===== config.mk =====
export PLATFORM = sky130hd
export DESIGN_NAME = macro_alu
export DESIGN_NICKNAME = d
export VERILOG_FILES = /design/src/rtl/malu_pkg.sv /design/src/rtl/malu_decode.sv /design/src/rtl/malu_adder.sv /design/src/rtl/malu_logic.sv /design/src/rtl/malu_flag_reg.sv /design/src/rtl/macro_alu.sv
export SDC_FILE = /design/constraint.sdc
export NUM_CORES = 1
export LEC_CHECK = 0
export BUFFER_PORTS_ARGS = -buffer_cell sky130_fd_sc_hd__buf_2
export CELL_PAD_IN_SITES_DETAIL_PLACEMENT = 1
export CELL_PAD_IN_SITES_GLOBAL_PLACEMENT = 2
export CORE_AREA = 2 2 129 162
export CTS_CLUSTER_DIAMETER = 120
export DETAILED_ROUTE_END_ITERATION = 8
export DIE_AREA = 0 0 131 164
export PLACE_DENSITY = 0.67
export SLEW_MARGIN = 10
export SYNTH_ARGS = -nofsm -noshare
export SYNTH_HDL_FRONTEND = slang
export SYNTH_SLANG_ARGS = --single-unit

===== constraint.sdc =====
create_clock -name clk -period 8.95 [get_ports clk]
set_input_delay 0.4475 -clock clk [delete_from_list [all_inputs] [get_ports clk]]
set_output_delay 0.4475 -clock clk [all_outputs]
set_load 0.01 [all_outputs]

===== src/rtl/malu_pkg.sv =====
package malu_pkg;

  typedef enum logic [4:0] {
    OP_ADD  = 5'd0,
    OP_ADC  = 5'd1,
    OP_SUB  = 5'd2,
    OP_SBB  = 5'd3,
    OP_XOR  = 5'd8,
    OP_OR   = 5'd9,
    OP_AND  = 5'd10,
    OP_ANDN = 5'd11,
    OP_NAND = 5'd12
  } malu_op_e;

  typedef struct packed {
    logic legal;   // code names an operation
    logic arith;   // uses the adder and may write the flag
    logic invert;  // subtract family: b is inverted
    logic chain;   // adder carry-in comes from the flag
  } malu_ctl_t;

endpackage


===== src/rtl/malu_decode.sv =====
module malu_decode
  import malu_pkg::*;
(
  input  logic [4:0] op_code,
  output malu_ctl_t  ctl
);

  always_comb begin
    ctl = '0;
    unique case (op_code)
      OP_ADD:  ctl = '{legal: 1'b1, arith: 1'b1, invert: 1'b0, chain: 1'b0};
      OP_ADC:  ctl = '{legal: 1'b1, arith: 1'b1, invert: 1'b0, chain: 1'b1};
      OP_SUB:  ctl = '{legal: 1'b1, arith: 1'b1, invert: 1'b1, chain: 1'b0};
      OP_SBB:  ctl = '{legal: 1'b1, arith: 1'b1, invert: 1'b1, chain: 1'b1};
      OP_XOR, OP_OR, OP_AND, OP_ANDN, OP_NAND:
               ctl = '{legal: 1'b1, arith: 1'b0, invert: 1'b0, chain: 1'b0};
      default: ctl = '0;
    endcase
  end

endmodule


===== src/rtl/malu_adder.sv =====
module malu_adder #(
  parameter int DATA_W = 32
) (
  input  logic [DATA_W-1:0] a,
  input  logic [DATA_W-1:0] b,
  input  logic              invert,
  input  logic              chain,
  input  logic              flag_in,
  output logic [DATA_W-1:0] sum,
  output logic              cout
);

  localparam int SUM_W = DATA_W + 1;

  logic [DATA_W-1:0] b_eff;
  logic              cin_eff;
  logic [SUM_W-1:0]  full;

  // Subtraction is a + ~b + 1; with borrow the +1 is the flag itself.
  // The carry-out of this sum is the no-borrow indication.
  always_comb begin
    b_eff   = invert ? ~b : b;
    cin_eff = chain ? flag_in : invert;
    full    = {1'b0, a} + {1'b0, b_eff} + {{DATA_W{1'b0}}, cin_eff};
    sum     = full[DATA_W-1:0];
    cout    = full[DATA_W];
  end

endmodule


===== src/rtl/malu_logic.sv =====
module malu_logic
  import malu_pkg::*;
#(
  parameter int DATA_W = 32
) (
  input  logic [4:0]        op_code,
  input  logic [DATA_W-1:0] a,
  input  logic [DATA_W-1:0] b,
  output logic [DATA_W-1:0] y
);

  always_comb begin
    unique case (op_code)
      OP_XOR:  y = a ^ b;
      OP_OR:   y = a | b;
      OP_AND:  y = a & b;
      OP_ANDN: y = a & ~b;
      OP_NAND: y = ~(a & b);
      default: y = '0;
    endcase
  end

endmodule


===== src/rtl/malu_flag_reg.sv =====
module malu_flag_reg (
  input  logic clk,
  input  logic rst_n,
  input  logic wr_en,
  input  logic d,
  output logic q
);

  logic q_nxt;

  always_comb begin
    q_nxt = q;
    if (wr_en) q_nxt = d;
  end

  always_ff @(posedge clk or negedge rst_n) begin
    if (!rst_n) q <= 1'b0;
    else        q <= q_nxt;
  end

  // with no write, the flag holds
  a_r8_flag_hold: assert property (@(posedge clk) disable iff (!rst_n)
    !wr_en |=> $stable(q));

endmodule


===== src/rtl/macro_alu.sv =====
module macro_alu
  import malu_pkg::*;
#(
  parameter int DATA_W = 32
) (
  input  logic              clk,
  input  logic              rst_n,
  input  logic              upd_en,
  input  logic [4:0]        op_code,
  input  logic [DATA_W-1:0] opnd_a,
  input  logic [DATA_W-1:0] opnd_b,
  output logic [DATA_W-1:0] result,
  output logic              carry_q,
  output logic              illegal_op
);

  malu_ctl_t         ctl;
  logic [DATA_W-1:0] arith_y;
  logic [DATA_W-1:0] logic_y;
  logic              arith_c;
  logic              flag_wr;

  malu_decode u_dec (
    .op_code (op_code),
    .ctl     (ctl)
  );

  malu_adder #(.DATA_W(DATA_W)) u_add (
    .a       (opnd_a),
    .b       (opnd_b),
    .invert  (ctl.invert),
    .chain   (ctl.chain),
    .flag_in (carry_q),
    .sum     (arith_y),
    .cout    (arith_c)
  );

  malu_logic #(.DATA_W(DATA_W)) u_log (
    .op_code (op_code),
    .a       (opnd_a),
    .b       (opnd_b),
    .y       (logic_y)
  );

  always_comb begin
    flag_wr    = upd_en & ctl.arith;
    illegal_op = ~ctl.legal;
    if (!ctl.legal)     result = '0;
    else if (ctl.arith) result = arith_y;
    else                result = logic_y;
  end

  malu_flag_reg u_flag (
    .clk   (clk),
    .rst_n (rst_n),
    .wr_en (flag_wr),
    .d     (arith_c),
    .q     (carry_q)
  );

  // add sets the flag exactly on unsigned overflow
  a_r1_add_carry: assert property (@(posedge clk) disable iff (!rst_n)
    (upd_en && op_code == OP_ADD) |=> carry_q == ($past(opnd_a) > ~$past(opnd_b)));

  // subtract sets the flag exactly when a >= b
  a_r3_sub_noborrow: assert property (@(posedge clk) disable iff (!rst_n)
    (upd_en && op_code == OP_SUB) |=> carry_q == ($past(opnd_a) >= $past(opnd_b)));

  // with the flag set, subtract with borrow behaves as subtract
  a_r4_sbb_set: assert property (@(posedge clk) disable iff (!rst_n)
    (upd_en && op_code == OP_SBB && carry_q) |=> carry_q == ($past(opnd_a) >= $past(opnd_b)));

  // bitwise codes keep the flag
  a_r6_logic_keep: assert property (@(posedge clk) disable iff (!rst_n)
    (op_code inside {[5'd8:5'd12]}) |=> $stable(carry_q));

  // unknown codes give zero and keep the flag
  a_r7_illegal_zero: assert property (@(posedge clk) disable iff (!rst_n)
    illegal_op |-> result == '0);
  a_r7_illegal_keep: assert property (@(posedge clk) disable iff (!rst_n)
    illegal_op |=> $stable(carry_q));

endmodule


# [After elaboration in Yosys (flattened, before gate mapping)]
# Memories as Yosys holds them, arrays and structs flattened.
# Index checks and enable logic that the tools add are counted.
[word_totals] regBits=1 rom_bits=64 input_bits=72 output_inout_bits=34 word_cells=23 mem_count=1
[classes] addsub=2 eq_ne=5 muxes=6 bitwise=8
[mem_list] name="(no name shown)" words=16 word_bits=4 read_ports=1 rd_ports_with_merged_regs=0 wr=0 line_no="malu_decode.sv:10" rtl="unique case (op_code)"
[op_table] op="case mux 32 bit (5 select lines)" count=1
[op_table] op="two-way mux 32 bit" count=3
[op_table] op="AND 32 bit" count=2
[op_table] op="NOT 32 bit" count=2
[op_table] op="adder 32 x 32 -> 33 bit" count=1
[op_table] op="adder 33 x 1 -> 33 bit" count=1
[op_table] op="OR 32 bit" count=1
[op_table] op="bitwise XOR 32 bit" count=1
[op_table] op="equality test 5 x 4 -> 1 bit (second input constant)" count=5
[op_table] op="two-way mux 4 bit" count=1
[op_table] op="AND 1 bit" count=1
[op_table] op="two-way mux 1 bit" count=1
[op_table] op="NOT 1 bit" count=1

# [Depth between registers and ports, before layout]
# An unclocked memory read counts as a cell.
[depth] word_depth=7 mapped_depth=15 mapped_depth_nobuf=13

# [Cells and area by module]
# A second synthesis with hierarchy kept.
[unflattened] cells_unflattened=775 hier_area_um2=5938.2
[by_module_without_submodules] module="malu_logic" n_inst=1 cells_each=393 area_each_um2=3118.0 seq_area_each_um2=0.0
[by_module_without_submodules] module="malu_adder" n_inst=1 cells_each=302 area_each_um2=2213.4 seq_area_each_um2=0.0
[by_module_without_submodules] module="macro_alu" n_inst=1 cells_each=73 area_each_um2=534.3 seq_area_each_um2=0.0
[by_module_without_submodules] module="malu_flag_reg" n_inst=1 cells_each=2 area_each_um2=40.0 seq_area_each_um2=25.0
[by_module_without_submodules] module="malu_decode" n_inst=1 cells_each=5 area_each_um2=32.5 seq_area_each_um2=0.0

# [Worst setup path before layout]
# No wires, ideal clock.
[synth_path] kind="input-to-output" startpoint="in op_code[4]" endpoint="out result[12]" arrival_time_ns=3.352 required_ns=8.503 slack_ns=5.150 cell_stages=14 path_buffers=2 cell_sequence="nor3_1 -> and2_1 -> clkbuf_1 -> buf_2 -> xnor2_1 -> fa_1 -> inv_1 -> fa_1 -> nor2b_1 -> o21bai_2 -> a31oi_4 -> o211ai_1 -> and3_1 -> o31ai_1"
[synth_via] elab_chain_cells=6 word_cells_on_any_way=13 cone_classes="add/sub: 2; eq/ne: 5; mux: 6"
[synth_lines] element="start, declared" line_no="macro_alu.sv:9" rtl="input logic [4:0] op_code,"
[synth_lines] element="two-way mux 4 bit" line_no="malu_decode.sv:10"
[synth_lines] element="two-way mux 32 bit" line_no="malu_adder.sv:22" rtl="b_eff = invert ? ~b : b;"
[synth_lines] element="adder 32 x 32 -> 33 bit" line_no="malu_adder.sv:24" rtl="full = {1'b0, a} + {1'b0, b_eff} + {{DATA_W{1'b0}}, cin_eff};"
[synth_lines] element="adder 33 x 1 -> 33 bit" line_no="malu_adder.sv:24"
[synth_lines] element="two-way mux 32 bit" line_no="macro_alu.sv:49" rtl="else if (ctl.arith) result = arith_y;"
[synth_lines] element="two-way mux 32 bit (*)" line_no="macro_alu.sv:48" rtl="if (!ctl.legal) result = '0;"
[synth_lines] element="end, declared" line_no="macro_alu.sv:12" rtl="output logic [DATA_W-1:0] result,"
# Every way passes the cells marked *; elsewhere a longest branch is shown, timed or not.

# [Worst setup path after layout]
[layout_path] startpoint="in op_code[4]" endpoint="out result[24]"
# Same word-level chain as after synthesis.

==> impl_metrics.toml <==
[cts]
hold_buffers = 0
clk_pin_slew_ns = 0
cts-resized-gates = 0
insertion_delay_ns = 0
post_cts_buffers = 0

[critical_path]
reg2regPathDepth = 12
cp.arrival_ns = 4.55
ff2ff_setup_slack_ns = 6.02
worstPathMaxFanout = 40
timing.rr.start = "u_flag.q$_DFFE_PN0P_"
critPathTopFamily = "buffers and inverters"
cp_cell_sequence = "buf_2 -> nor3_2 -> buf_4 -> and2_2 -> buf_4 -> xnor2_1 -> fa_1 -> inv_1 -> fa_1 -> nor2b_1 -> o21bai_2 -> a31oi_4 -> o21ai_1 -> a21boi_1 -> or4_1 -> and3_1 -> buf_2"
cpPeakStageDelay_ns = 0.46
worst_setup_path_start_kind = "input port"
critPathCaptureType = "output port"
crit_slowest_cell = "buf_4"
r2r_end = "u_flag.q$_DFFE_PN0P_"
path_class = "input port to output port"
critPathBufInv = 5
cp_data_required_time_ns = 8.50

[place]
place_hpwl_um = 13900
portBuffers = 105
gp_congestion = 0.831

[timing]
setup_viol = 0
rsz0062_at_grt = "false"
fmax_mhz = 200
hold_slack_ns = 0.223
drv_slew = 0
final.min_clock_period_ns = 5.00
hold_viol = 0
slew_headroom_pct = 23.9
post-route-period-util_pct = 55.8
skew_ns = 0
final.setup.tns_ns = 0
worst_slew_pin_slew_ns = 1.14

[drt]
post_drt_wl_per_cell_um = 17.0
num_vias = 5245
drt_iter0_markers = 224
drt_pass1_iterations = 4
drc = 0
drt-total-wl_um = 17500
via_per_inst = 5.08
antenna_left = 0

[logic_synthesis]
synth_largest_type_area_fraction_pct = 32.5
ys_ff_latch = 1
syn-cell-area_sq_um = 4890
synth_top_area_cell = "ha_1"
synth_edf_count = 0
yosysUniqueCellTypes = 69
syn-num-nets = 888
yosysWarnings = 0
post-synth-top-count-cell = "ha_1"
synth.top_cells.by_count = "ha_1, inv_1, nand2_1"
syn_area_per_cell_sq_um = 7.11
synth_area_leaders = "ha_1, xnor2_1, o21ai_0"
ys.flop_type = "dfrtp_1"
async_flop_share_pct = 100
synth_cells = 687
ys_seq_area_share_pct = 0.512

[floorplanning]
ios = 106
die_area_sq_um = 21500
row_count = 58
start_util_pct = 24.5
fp.dieH_um = 164
design.core.area_sq_um = 20000
die_x_um = 131

[power_and_ir_drop]
vdd_drop_max_uv = 33.3
p_leak_uw = 0.00273
powerDensity_nw_per_um2 = 58.1

[global_route]
grt-ovfl-total = 0
grt_use_total_pct = 16.3
grt_max_degree = 73
grt_first_pass_wirelength_um = 28800
antenna_found_initial = 0
grt_pass1_vias = 5770

[cells_and_area]
nets = 966
register_area_sq_um = 25.0
diodes = 0
regMostFlops = "u_flag.q"
drive_above_1_share_pct = 17.2
reg_top3 = "u_flag.q x1"
fill_cells = 2496
largest_reg_flops = 1
syn2layout_area_growth_pct = 16.0
multi_input_area_sq_um = 4460

[job]
maxCapViolCount = 0

[outcome]
status = "completed"

[worst_hold_path]
hold_path_class = "input port to async pin"
layout by cell type, fill, tap and decap left out, types with 3 or more instances in the layout:
cell,instances
o21a_1,3
ha_1,127
a21o_1,6
nand2_1,67
a22oi_1,12
o21ai_1,10
o31ai_1,3
nand4_1,7
buf_2,105
nor3b_1,3
o21ai_2,3
buf_4,6
inv_1,74
a21oi_2,5
or2_1,3
nor2b_1,3
o211ai_1,7
nor3_1,4
and2_1,3
o21bai_1,7
a21oi_1,51
a211oi_1,5
o21ai_0,61
xnor2_1,46
nand2b_1,5
and3_1,6
xor2_1,7
nand3_1,7
a221oi_1,25
nor2_1,39
kinds of logic (layout without fill, tap and decap cells):
group,Yosys count,after routing,share of synthesized area [%]
AO/OA/AOI/OAI,229,229,31.1
XOR/XNOR,53,53,9.50
adder cells (fa/ha/maj),129,129,33.3
buffers and inverters,109,185,8.73
flip-flops,1,1,0.512
multiplexers,3,3,0.640
AND/OR/NAND/NOR,163,163,16.1
routing by layer:
metal	part of all wire, %	track usage, %	vias up
met5	0	0	-
met4	0.94	1.98	0
met3	1.8	0.391	11
met2	53	32.0	68
met1	44	19.9	2578
li1	-	-	2588
worst max-delay path by stage:
stage / startpoint / end / slack (ns) / cells after the start
after floorplan: op_code[4] / result[12] / 5.15 / 14
after global placement: op_code[4] / result[12] / 4.04 / 16
after detailed placement: op_code[4] / result[24] / 3.87 / 17
after CTS: op_code[4] / result[24] / 3.85 / 17
after global routing: op_code[4] / result[24] / 3.57 / 17
final: op_code[4] / result[24] / 3.95 / 17
metrics by stage:
stage          util [%]  cell area (sq um)  power (uW)  std cells  setup slack [ns]
2_1_floorplan         -               4890         221        687              5.15
3_3_place_gp       28.4               5670         322       1033              4.04
3_5_place_dp       28.4               5670         331       1033              3.87
4_1_cts            28.4               5670         334       1033              3.85
5_1_grt            28.4               5670         371       1033              3.57
6_report           28.4               5670         329       1033              3.95
area by class of cell:
| type | instances | share of cell area (%) |
|---|---|---|
| sequential | 1 | 0.441 |
| multi-input combinational | 577 | 78.6 |
| tap | 270 | 5.96 |
| inverter | 74 | 4.90 |
| timing repair buffer | 111 | 10.1 |
where the power goes:
group / internal, uW / total, uW / switching (uW)
clock: 0 / 0 / 0
sequential: 5.83 / 6.96 / 1.13
combinational: 126 / 322 / 196
Power figures use the tool's default switching activity.
